--- config.mk ---
export PLATFORM = sky130hd
export DESIGN_NAME = sw_usage_monitor
export DESIGN_NICKNAME = d
export VERILOG_FILES = /design/src/rtl/swmon_pkg.sv /design/src/rtl/swmon_interval_timer.sv /design/src/rtl/swmon_pair_counters.sv /design/src/rtl/swmon_argmax_row.sv /design/src/rtl/sw_usage_monitor.sv
export SDC_FILE = /design/constraint.sdc
export NUM_CORES = 1
export LEC_CHECK = 0
export ABC_AREA = 0
export BUFFER_PORTS_ARGS = -buffer_cell sky130_fd_sc_hd__buf_2
export CORE_ASPECT_RATIO = 0.8
export CORE_UTILIZATION = 45
export CTS_CLUSTER_SIZE = 16
export DETAILED_ROUTE_END_ITERATION = 7
export PLACE_DENSITY_LB_ADDON = 0.05
export SETUP_SLACK_MARGIN = 0.1
export SYNTH_ARGS = -nofsm -noshare
export SYNTH_HDL_FRONTEND = slang
export SYNTH_SLANG_ARGS = --single-unit
--- constraint.sdc ---
create_clock -name clk -period 5.1 [get_ports clk]
set_clock_uncertainty 0.05 [all_clocks]
set_input_delay 0.255 -clock clk [delete_from_list [all_inputs] [get_ports clk]]
set_output_delay 0.255 -clock clk [all_outputs]
set_load 0.02 [all_outputs]
--- src/rtl/swmon_pkg.sv ---
// Package: shared constants and helpers for the switch usage monitor.
// Assumes: port counts are small (a router radix), so index widths stay narrow.
package swmon_pkg;

    localparam int unsigned DEF_PORTS = 4;
    localparam int unsigned DEF_CNT_W = 8;
    localparam int unsigned DEF_IVL_W = 16;

    // Width of a port index; a single-port switch still gets one bit.
    function automatic int unsigned idx_width(input int unsigned n);
        return (n <= 1) ? 1 : $clog2(n);
    endfunction

endpackage

--- src/rtl/swmon_interval_timer.sv ---
// Module: swmon_interval_timer
// Marks the last cycle of each monitoring interval with a combinational
// boundary flag. The interval length is read live, and values below 2 act as 2
// so that the load strobe that follows a boundary is always a single cycle.
// Assumes: a synchronous active-low reset restarts the interval.
module swmon_interval_timer #(
    parameter int unsigned IVL_W = 16
) (
    input  logic             clk,
    input  logic             rst_n,
    input  logic [IVL_W-1:0] interval_len,
    output logic             boundary
);

    logic [IVL_W-1:0] tick_q;
    logic [IVL_W-1:0] last_tick;

    // Purpose: index of the final cycle in the interval, with length floored at 2.
    always_comb begin
        if (interval_len < IVL_W'(2)) begin
            last_tick = IVL_W'(1);
        end else begin
            last_tick = interval_len - IVL_W'(1);
        end
    end

    // Purpose: flag the final cycle; >= also covers a length shortened mid-interval.
    assign boundary = (tick_q >= last_tick);

    // Purpose: count cycles within the interval and wrap at the boundary.
    always_ff @(posedge clk) begin
        if (!rst_n) begin
            tick_q <= '0;
        end else if (boundary) begin
            tick_q <= '0;
        end else begin
            tick_q <= tick_q + IVL_W'(1);
        end
    end

endmodule

--- src/rtl/swmon_pair_counters.sv ---
// Module: swmon_pair_counters
// Holds NPORTS x NPORTS saturating counters, one per input/output pair. Counter
// (i,o) sits at bits [(i*NPORTS+o)*CNT_W +: CNT_W] of the flat output.
// On clear, each counter restarts at 0, or at 1 if it is the pair hit in
// that same cycle.
// Assumes: hit_valid is already qualified by criticality; out-of-range
// indices match no counter.
module swmon_pair_counters #(
    parameter int unsigned NPORTS = 4,
    parameter int unsigned CNT_W  = 8,
    parameter int unsigned IDX_W  = 2
) (
    input  logic                             clk,
    input  logic                             rst_n,
    input  logic                             hit_valid,
    input  logic [IDX_W-1:0]                 hit_in,
    input  logic [IDX_W-1:0]                 hit_out,
    input  logic                             clear,
    output logic [NPORTS*NPORTS*CNT_W-1:0]   counts
);

    localparam logic [CNT_W-1:0] CNT_MAX = {CNT_W{1'b1}};

    for (genvar gi = 0; gi < NPORTS; gi++) begin : g_in
        for (genvar go = 0; go < NPORTS; go++) begin : g_out
            logic             sel;
            logic [CNT_W-1:0] cnt_q;

            // Purpose: decode whether this pair is the one traversed this cycle.
            assign sel = hit_valid
                      && (hit_in  == IDX_W'(gi))
                      && (hit_out == IDX_W'(go));

            // Purpose: saturating count, restarted at each interval boundary.
            always_ff @(posedge clk) begin
                if (!rst_n) begin
                    cnt_q <= '0;
                end else if (clear) begin
                    cnt_q <= sel ? CNT_W'(1) : '0;
                end else if (sel && (cnt_q != CNT_MAX)) begin
                    cnt_q <= cnt_q + CNT_W'(1);
                end
            end

            assign counts[(gi*NPORTS+go)*CNT_W +: CNT_W] = cnt_q;
        end
    end

endmodule

--- src/rtl/swmon_argmax_row.sv ---
// Module: swmon_argmax_row
// Combinational selection of the most-used output for one input row.
// The strict comparison keeps the lowest index on ties. A row of all zeros
// returns the previous selection unchanged.
// Assumes: row packs NPORTS counters, output o at bits [o*CNT_W +: CNT_W].
module swmon_argmax_row #(
    parameter int unsigned NPORTS = 4,
    parameter int unsigned CNT_W  = 8,
    parameter int unsigned IDX_W  = 2
) (
    input  logic [NPORTS*CNT_W-1:0] row,
    input  logic [IDX_W-1:0]        prev_sel,
    output logic [IDX_W-1:0]        new_sel
);

    logic [CNT_W-1:0] best_cnt;
    logic [IDX_W-1:0] best_idx;

    // Purpose: linear scan for the largest count, lowest index first.
    always_comb begin
        best_cnt = row[CNT_W-1:0];
        best_idx = '0;
        for (int o = 1; o < NPORTS; o++) begin
            if (row[o*CNT_W +: CNT_W] > best_cnt) begin
                best_cnt = row[o*CNT_W +: CNT_W];
                best_idx = IDX_W'(o);
            end
        end
    end

    // Purpose: keep the old entry when this input saw no critical traffic.
    assign new_sel = (best_cnt == '0) ? prev_sel : best_idx;

endmodule

--- src/rtl/sw_usage_monitor.sv ---
// Module: sw_usage_monitor (top)
// Counts critical-thread switch traversals per input/output pair. At every
// interval boundary it rebuilds the preserved port mapping from the
// per-input argmax and pulses tbl_load for one cycle; the mapping changes
// in that same cycle.
// Assumes: one traversal report per cycle at most; the criticality flag is
// produced upstream.
module sw_usage_monitor #(
    parameter int unsigned NPORTS = swmon_pkg::DEF_PORTS,
    parameter int unsigned CNT_W  = swmon_pkg::DEF_CNT_W,
    parameter int unsigned IVL_W  = swmon_pkg::DEF_IVL_W,
    localparam int unsigned IDX_W = swmon_pkg::idx_width(NPORTS)
) (
    input  logic                    clk,
    input  logic                    rst_n,
    input  logic                    trav_valid,
    input  logic [IDX_W-1:0]        trav_in,
    input  logic [IDX_W-1:0]        trav_out,
    input  logic                    trav_critical,
    input  logic [IVL_W-1:0]        interval_len,
    output logic                    tbl_load,
    output logic [NPORTS*IDX_W-1:0] tbl_map
);

    localparam int unsigned ROW_W = NPORTS * CNT_W;

    logic                           boundary;
    logic                           crit_hit;
    logic [NPORTS*NPORTS*CNT_W-1:0] pair_counts;
    logic                           load_q;

    // Purpose: only critical-thread traversals reach the counters.
    assign crit_hit = trav_valid && trav_critical;

    swmon_interval_timer #(
        .IVL_W        (IVL_W)
    ) u_timer (
        .clk          (clk),
        .rst_n        (rst_n),
        .interval_len (interval_len),
        .boundary     (boundary)
    );

    swmon_pair_counters #(
        .NPORTS    (NPORTS),
        .CNT_W     (CNT_W),
        .IDX_W     (IDX_W)
    ) u_counters (
        .clk       (clk),
        .rst_n     (rst_n),
        .hit_valid (crit_hit),
        .hit_in    (trav_in),
        .hit_out   (trav_out),
        .clear     (boundary),
        .counts    (pair_counts)
    );

    for (genvar gi = 0; gi < NPORTS; gi++) begin : g_row
        logic [IDX_W-1:0] map_q;
        logic [IDX_W-1:0] next_sel;

        swmon_argmax_row #(
            .NPORTS   (NPORTS),
            .CNT_W    (CNT_W),
            .IDX_W    (IDX_W)
        ) u_argmax (
            .row      (pair_counts[gi*ROW_W +: ROW_W]),
            .prev_sel (map_q),
            .new_sel  (next_sel)
        );

        // Purpose: mapping entry; identity after reset, rewritten at each boundary.
        always_ff @(posedge clk) begin
            if (!rst_n) begin
                map_q <= IDX_W'(gi);
            end else if (boundary) begin
                map_q <= next_sel;
            end
        end

        assign tbl_map[gi*IDX_W +: IDX_W] = map_q;
    end

    // Purpose: one-cycle load strobe aligned with the new mapping.
    always_ff @(posedge clk) begin
        if (!rst_n) begin
            load_q <= 1'b0;
        end else begin
            load_q <= boundary;
        end
    end

    assign tbl_load = load_q;

endmodule

==> results of run 1 <==
==> worst min-delay path by stage <==
stage	slack [ns]	depth (start not counted)	end
4_1_cts	0.13	3	u_counters.g_in[1].g_out[3].cnt_q[0]
3_3_place_gp	0.42	1	u_timer.tick_q[0]
6_report	0.15	3	u_counters.g_in[1].g_out[3].cnt_q[0]
2_1_floorplan	0.32	1	g_row[2].map_q[1]
3_5_place_dp	0.41	2	g_row[2].map_q[1]
5_1_grt	0.14	2	g_row[2].map_q[1]
==> critical path, cell delays in order (launching register included) <==
cell       delay [ns]
dfxtp_1          0.41
inv_1            0.09
ha_1             0.32
a21o_1           0.33
o21ba_2          0.28
o21ai_0          0.14
and2_1           0.18
ha_1             0.31
nand4_1          0.18
mux2i_4          0.25
a21o_2           0.27
buf_4            0.17
a31oi_1          0.26
inv_1            0.08
ha_1             0.30
nand4_1          0.14
o21bai_1         0.20
o2bb2ai_2        0.15
and2_1           0.14
a32o_1           0.24
a31oi_1          0.15
==> state kept, by name, indices dropped and copies added, names as in the netlist <==
register                     count
g_row.map_q                      8
tbl_load                         1
u_counters.g_in.g_out.cnt_q    128
u_timer.tick_q                  16
==> power groups by stage <==
stage               clock [mW]  combinational, mW  sequential [mW]
global placement             0              0.156             1.23
detailed placement           0              0.159             1.23
floorplan                    0              0.108             1.23
finish                    1.22              0.165             1.20
global route              1.31              0.186             1.20
CTS                       1.26              0.160             1.20
==> layer usage <==
| metal | share of wire | vias to the layer above |
|---|---|---|
| met3 | 0.030 | 21 |
| met4 | 0.011 | 0 |
| li1 | - | 5080 |
| met5 | 0 | - |
| met2 | 0.41 | 122 |
| met1 | 0.55 | 4546 |
==> cells by family after synthesis <==
logic type      Yosys count
flops                   153
mux                      45
xor+xnor                117
buf+inv                  99
fa+ha+maj               130
compound gates          242
simple gates            580
==> metrics by stage <==
stage	instances	power, mW	cell area, um2
6_report	1765	2.588	12620
5_1_grt	1765	2.699	12620
4_1_cts	1758	2.623	12400
3_5_place_dp	1726	1.389	11840
3_3_place_gp	1726	1.387	11840
2_1_floorplan	1366	1.338	11050
==> cell type report <==
cell class / instances / area, um2 / share of cell area
clock buffers: 17 / 425.4 / 0.03370
clock inverters: 15 / 130.1 / 0.01031
inverters: 63 / 236.5 / 0.01873
multi-input cells: 1115 / 7754 / 0.6142
flip-flops and latches: 153 / 3072 / 0.2433
well taps: 312 / 390.4 / 0.03092
repair buffers: 90 / 615.6 / 0.04877
==> placed cells by master (no fill, tap or decap), types with 55 or more instances in the layout <==
cell type    n
nor2_1     193
dfxtp_1    146
ha_1       130
nand2_1    108
nand4_1     69
inv_1       63
xor2_1      63
a21oi_1     59
buf_4       55
==> repair_timing <==
item | 4_1_cts | 5_1_grt
setup buffers | 0 | 6
gates resized for setup | 3 | 44
setup endpoints to repair | 1 | 8
hold buffers | 0 | 0
pin swaps | 0 | 6
cloned | 0 | 1
==> impl_results.md, run 1 <==
- Status: completed
- Fill count: roughly 2300
- Total wire length: between 20000 and 30000 um
- Num rows: 50
- Routed via count: 9769
- Total GRT Usage: 0.2193
- Largest family of logic cells by synthesized area: simple AND/OR/NAND/NOR gates
- DR vias/cell: approximately 5.5
- Origin of the worst setup path: u_counters.g_in[3].g_out[0].cnt_q[3]
- Final setup violation count: 0
- Average wire per standard cell: ~15 um
- DP Worst Slack: about 0.019 ns
- Worst-path clk slew: about 0.070 ns
- Core region area: 23770 um2
- RePlAce Congestion: ~0.84
- Synth Area in Adders: 0.1472
- RSZ-0062 raised after global routing: true
- Worst-case clock buffer depth: 2
- Post-Syn Nets: 1520
- Max-slew violations: 0
- Critical Path RT: approximately 5.4 ns
- VDD IR max: 0.2173 mV
- R2r setup slk: 0.36 ns
- Crit. End Element: register
- CTS sink count: 153
- XOR/XNOR share of the synthesized area: 0.09271
- Vias in the first global route: around 9000
- Die area: 25200 um2
- Cell area after synthesis: roughly 11000 um2
- Period utilization: 0.9303
- Setup crit start kind: register
- Finished Core Util: 0.5310
- Initial antenna violation count: 0
- Mux share of post-synthesis cell area: 0.04200
- Synth warnings: 0
- Top cells by count, synth: 194 x nor2_1, 153 x dfxtp_1, 130 x ha_1, 108 x nand2_1, 69 x nand4_1
- Maximum clock rate: between 200 and 250 MHz
- N_diodes: 0
- Internal: roughly 1.9 mW
- Setup TNS: 0 ns
- Reg2reg path depth: 20
- First-pass GRT wire length: between 40000 and 50000 um
- CP Class: register to register
- Switching power: around 680 uW
- Hold Crit Class: input port to register
- EDFF count, synth: 0
- Grt met2 use: 0.3230
- Slew @ Worst Pin: about 0.71 ns
- Worst r2r dst: g_row[3].map_q[1]
- Register area share after synthesis: 0.2771
- Synthesized area per cell: between 8 and 9 um2
- Slew headroom: 0.5199
- Synth Area in Simple Gates: 0.2591
- DRC: 0
- Final number of hold-violating endpoints: 0
- Met1 Usage GRT: 0.3289
- Die Wd: 177.2 um
- Initial DRC Count: just over 600
- Area leader, netlist: dfxtp_1
- Flop and latch count out of synthesis: 153
- DP HPWL: between 20000 and 25000 um
- Total of max-cap violations: 0
- CTS tree: yes
- Synth Flop Type: dfxtp_1
- Clk pwr share: 0.471
- Ports: 33
- CP Max Fanout: 9
- Drt pass-1 iters: 5
- Hold Slack: 0.1525 ns
- Layout cells sized above 1: 0.1301
- Final worst setup slack: roughly 0.36 ns
- Yosys top cell area share: 0.2771
- Antenna Nets Post-Route: 0
- Top Usage Layer GRT: met1
- Largest net degree at the start of global routing: 79
- Setup crit end: g_row[3].map_q[1]
- H-Tree Depth: 4
- Area grow syn2layout: 14.21%
- Clock buffer count from CTS: 17
- Flop pwr share: 0.465
- Arrival time at the worst endpoint: approximately 5.0 ns
- Area contributors post-synth: dfxtp_1 28%, ha_1 15%, nor2_1 6.6%, xor2_1 5.0%, xnor2_1 4.3%
- HP Start: trav_out[1]
- Worst-skew pair later-pin latency: around 0.44 ns
- Met3 Use GR: 0.03312
- Pleak: 5.136 nW
- Die Span Y: ~140 um
- Sw Ratio: 0.2634
- Logic pwr share: 0.064
- PD cells: around 200 nW/um2
- Final min period: 4.744 ns
- Root Buffer: clkbuf_16
- Nets@finish: 1594
- Synth async-reset ratio: 0
- Netlist cell types: 70
- Initial core utilization: 0.4649
- PortBufs: 32
- Syn Inst Count: ~1400
- Reg2reg start: u_counters.g_in[3].g_out[0].cnt_q[3]
- Synth Area in Compound Gates: 0.1444
- GR Overflow Total: 0
- Most common cell in the netlist: nor2_1
Power figures use the tool's default switching activity.
==> inputs of run 2 (changes only) <==
SYNTH_HIERARCHICAL = 1   (was not set)
==> run 2 against run 1 <==
Net effect:
- clock power is 15% higher
- area after synthesis is 5.9% higher
- clock-buffer cell count increased by 2
- critical path type unchanged
- routed wire length up 24%
- cell count increased by 9.3%
- core utilization rose by 3.4 points
- worst hold slack better by 0.14 ns
- die area is 5.8% higher
- total power is 11% higher
- sequential cell count did not move
- largest cell class unchanged
- first-iteration DRC count rose by 54%
==> impl_results.md, run 2 <==
- DP HPWL: roughly 23000 um
- CP Max Fanout: 6
- Post-route cell area: between 10000 and 15000 um2
- Reg with most FFs: u_counters/g_in.g_out.cnt_q
- Root Buffer: clkbuf_16
- Drt pass-1 iters: 5
- XOR/XNOR share of the synthesized area: 0.03294
- Synth Area in Simple Gates: 0.2713
- Area grow syn2layout: 22.77%
- VDD IR max: roughly 0.27 mV
- Syn Inst Count: 1443
- Initial DRC Count: ~960
- Area leader, netlist: dfxtp_1
- Post-Syn Nets: between 1500 and 2000
- Total GRT Usage: 0.2445
- Final number of hold-violating endpoints: 0
- Worst-path clk slew: 0.07 ns
- Clock buffer count from CTS: 17
- Synthesized area per cell: 8.108 um2
- Synth async-reset ratio: 0
- CTS sink count: 153
- Largest register FFs: ~130
- Netlist cell types: 76
- Area of the multi-input gates: a little under 9000 um2
- Synth Area in Compound Gates: 0.2014
- Cell area after synthesis: roughly 12000 um2
- RePlAce Congestion: 0.8354
- Reg2reg start: u_counters/g_in[2].g_out[0].cnt_q[1]
- Most frequent cells in the layout: 144 x dfxtp_1, 121 x nand2_1, 104 x ha_1, 104 x buf_4, 98 x nor2_1
- R2r setup slk: roughly 0.13 ns
- Reg2reg path depth: 28
- Non-Filler Instances: slightly below 2000
- CP Class: register to register
- EDFF count, synth: 0
- Fill count: 2333
- Leading registers by flop count: u_counters/g_in.g_out.cnt_q: 128 flops, u_timer/tick_q: 16 flops, g_row.map_q: 8 flops
- Initial antenna violation count: 0
- Initial core utilization: 0.4599
- Area contributors post-synth: dfxtp_1 26%, ha_1 13%, mux2i_1 4.8%, a21oi_1 4.3%, nand2_1 4.0%
- FF+latch area: between 3000 and 4000 um2
- DR vias/cell: around 6
- Total wire length: 33170 um
- WP buf/inv: 3
- Internal: 2.145 mW
- Crit. End Element: register
- Routed via count: roughly 11000
- Top cells by count, synth: 153 x dfxtp_1, 126 x ha_1, 126 x nand2_1, 102 x nor2_1, 101 x a21oi_1
- Layout cells sized above 1: 0.2199
- Critical Path RT: 5.36 ns
- Worst r2r dst: g_row[2].map_q[1]
- Synth Flop Type: dfxtp_1
- Flop pwr share: 0.421
- Core region area: between 20000 and 30000 um2
- Switching power: between 700 and 800 uW
- Antenna Nets Post-Route: 0
- Ports: 33
- Status: completed
- Total of max-cap violations: 0
- Num rows: 52
- Register area share after synthesis: 0.2618
- Synth warnings: 6
- CP top delay family: compound AO/OA/AOI/OAI gates
- Synth Area in Adders: 0.1347
- Most common cell in the netlist: dfxtp_1
- Arrival time at the worst endpoint: roughly 5.2 ns
- Maximum clock rate: between 200 and 250 MHz
- GR Overflow Total: 0
- Final min period: approximately 5 ns
- First-pass GRT wire length: between 50000 and 60000 um
- Vias in the first global route: slightly above 10000
- Worst-case clock buffer depth: 2
- Worst-skew pair later-pin latency: 0.45 ns
- Pleak: between 5 and 6 nW
- Post-DP Area: roughly 13000 um2
- Die Wd: 182.3 um
- Nets@finish: 1715
- Logic pwr share: 0.089
- RSZ-0062 raised after global routing: true
- Max-slew violations: 0
- PD cells: 199.3 nW/um2
- HP Start: trav_out[0]
- Yosys top cell area share: 0.2618
- DRC: 0
- PortBufs: 32
- Period utilization: 0.9753
- CTS tree: yes
- Most common cell after layout, fill and taps aside: dfxtp_1
- Flop and latch count out of synthesis: 153
- Worst Hold Path EP: u_counters/g_in[2].g_out[1].cnt_q[3]
- Largest net degree at the start of global routing: 54
- Slew headroom: 0.2456
- Average wire per standard cell: around 17 um
- Final setup violation count: 0
- Mux share of post-synthesis cell area: 0.05176
- Slew @ Worst Pin: approximately 1.1 ns
- Sw Ratio: 0.2506
- N_diodes: 0
- Hold Crit Class: input port to register
- Setup crit start kind: register
- Die area: between 20000 and 30000 um2
- Clk pwr share: 0.490
- CP peak stage delay: roughly 0.34 ns
- Setup TNS: 0 ns
- Cells after DPL: 1861
- Largest family of logic cells by synthesized area: simple AND/OR/NAND/NOR gates
- Slowest cell on crit path: dfxtp_2
- H-Tree Depth: 4
- Worst hold stages: 5
- Die Span Y: about 150 um
run 2: what timing repair did:
action	in CTS	in global routing
hold buffers	0	0
resized for setup	7	155
setup buffers	5	27
cloned	0	4
hold endpoints to repair	0	0
pin swaps	1	74
setup endpoints to repair	8	8
run 2: final cells by class:
| cell class | instances | area share |
|---|---|---|
| well taps | 351 | 0.03057 |
| repair buffers | 154 | 0.07779 |
| clock inverters | 13 | 0.01350 |
| inverters | 73 | 0.01908 |
| flip-flops and latches | 153 | 0.2140 |
| multi-input cells | 1166 | 0.6142 |
| clock buffers | 19 | 0.03084 |
run 2: cell families after synthesis:
kind of cell	after synthesis
AO/OA/AOI/OAI	356
XOR/XNOR	44
AND/OR/NAND/NOR	580
buffers and inverters	124
multiplexers	60
flip-flops	153
adder cells (fa/ha/maj)	126
run 2: worst max path at each step:
stage,cells past startpoint,slack (ns),endpoint,from
final,28,0.13,g_row[2].map_q[1],u_counters/g_in[2].g_out[0].cnt_q[1]
after global routing,27,-0.16,g_row[3].map_q[1],u_counters/g_in[3].g_out[0].cnt_q[3]
after CTS,26,0.10,g_row[1].map_q[1],u_counters/g_in[1].g_out[0].cnt_q[5]
after detailed placement,26,0.07,g_row[1].map_q[0],u_counters/g_in[1].g_out[0].cnt_q[5]
after global placement,26,0.05,g_row[1].map_q[0],u_counters/g_in[1].g_out[0].cnt_q[5]
after floorplan,26,0.25,g_row[3].map_q[1],u_counters/g_in[3].g_out[0].cnt_q[5]
run 2: layer usage:
metal,part of all wire,vias up,wire length [um],track usage
met5,0,-,0,0
met4,0.011,0,353,0.06387
met3,0.050,22,1653,0.03617
met2,0.42,274,14080,0.3483
met1,0.51,5382,17080,0.3770
li1,-,5730,-,-
run 2: through the flow:
stage          utilization  hold slack (ns)  worst slack, ns  power (mW)
2_1_floorplan            -           0.2669           0.2493       1.380
3_3_place_gp        0.4989           0.4399          0.04555       1.444
3_5_place_dp        0.4989           0.4451          0.06639       1.445
4_1_cts             0.5265           0.2800           0.1008       2.852
5_1_grt             0.5646           0.3106          -0.1618       2.966
6_report            0.5646           0.2903           0.1259       2.863
run 2: power groups by stage:
stage / combinational (mW) / clock (mW) / sequential [mW]
2_1_floorplan: 0.150 / 0 / 1.23
3_3_place_gp: 0.212 / 0 / 1.23
3_5_place_dp: 0.214 / 0 / 1.23
4_1_cts: 0.217 / 1.43 / 1.20
5_1_grt: 0.283 / 1.48 / 1.20
6_report: 0.256 / 1.40 / 1.20
run 2: worst min-delay path, delay by kind of cell:
kind / cells / cell delay, ns
AND/OR/NAND/NOR: 3 / 0.20
buffers and inverters: 1 / 0.15
AO/OA/AOI/OAI: 1 / 0.14
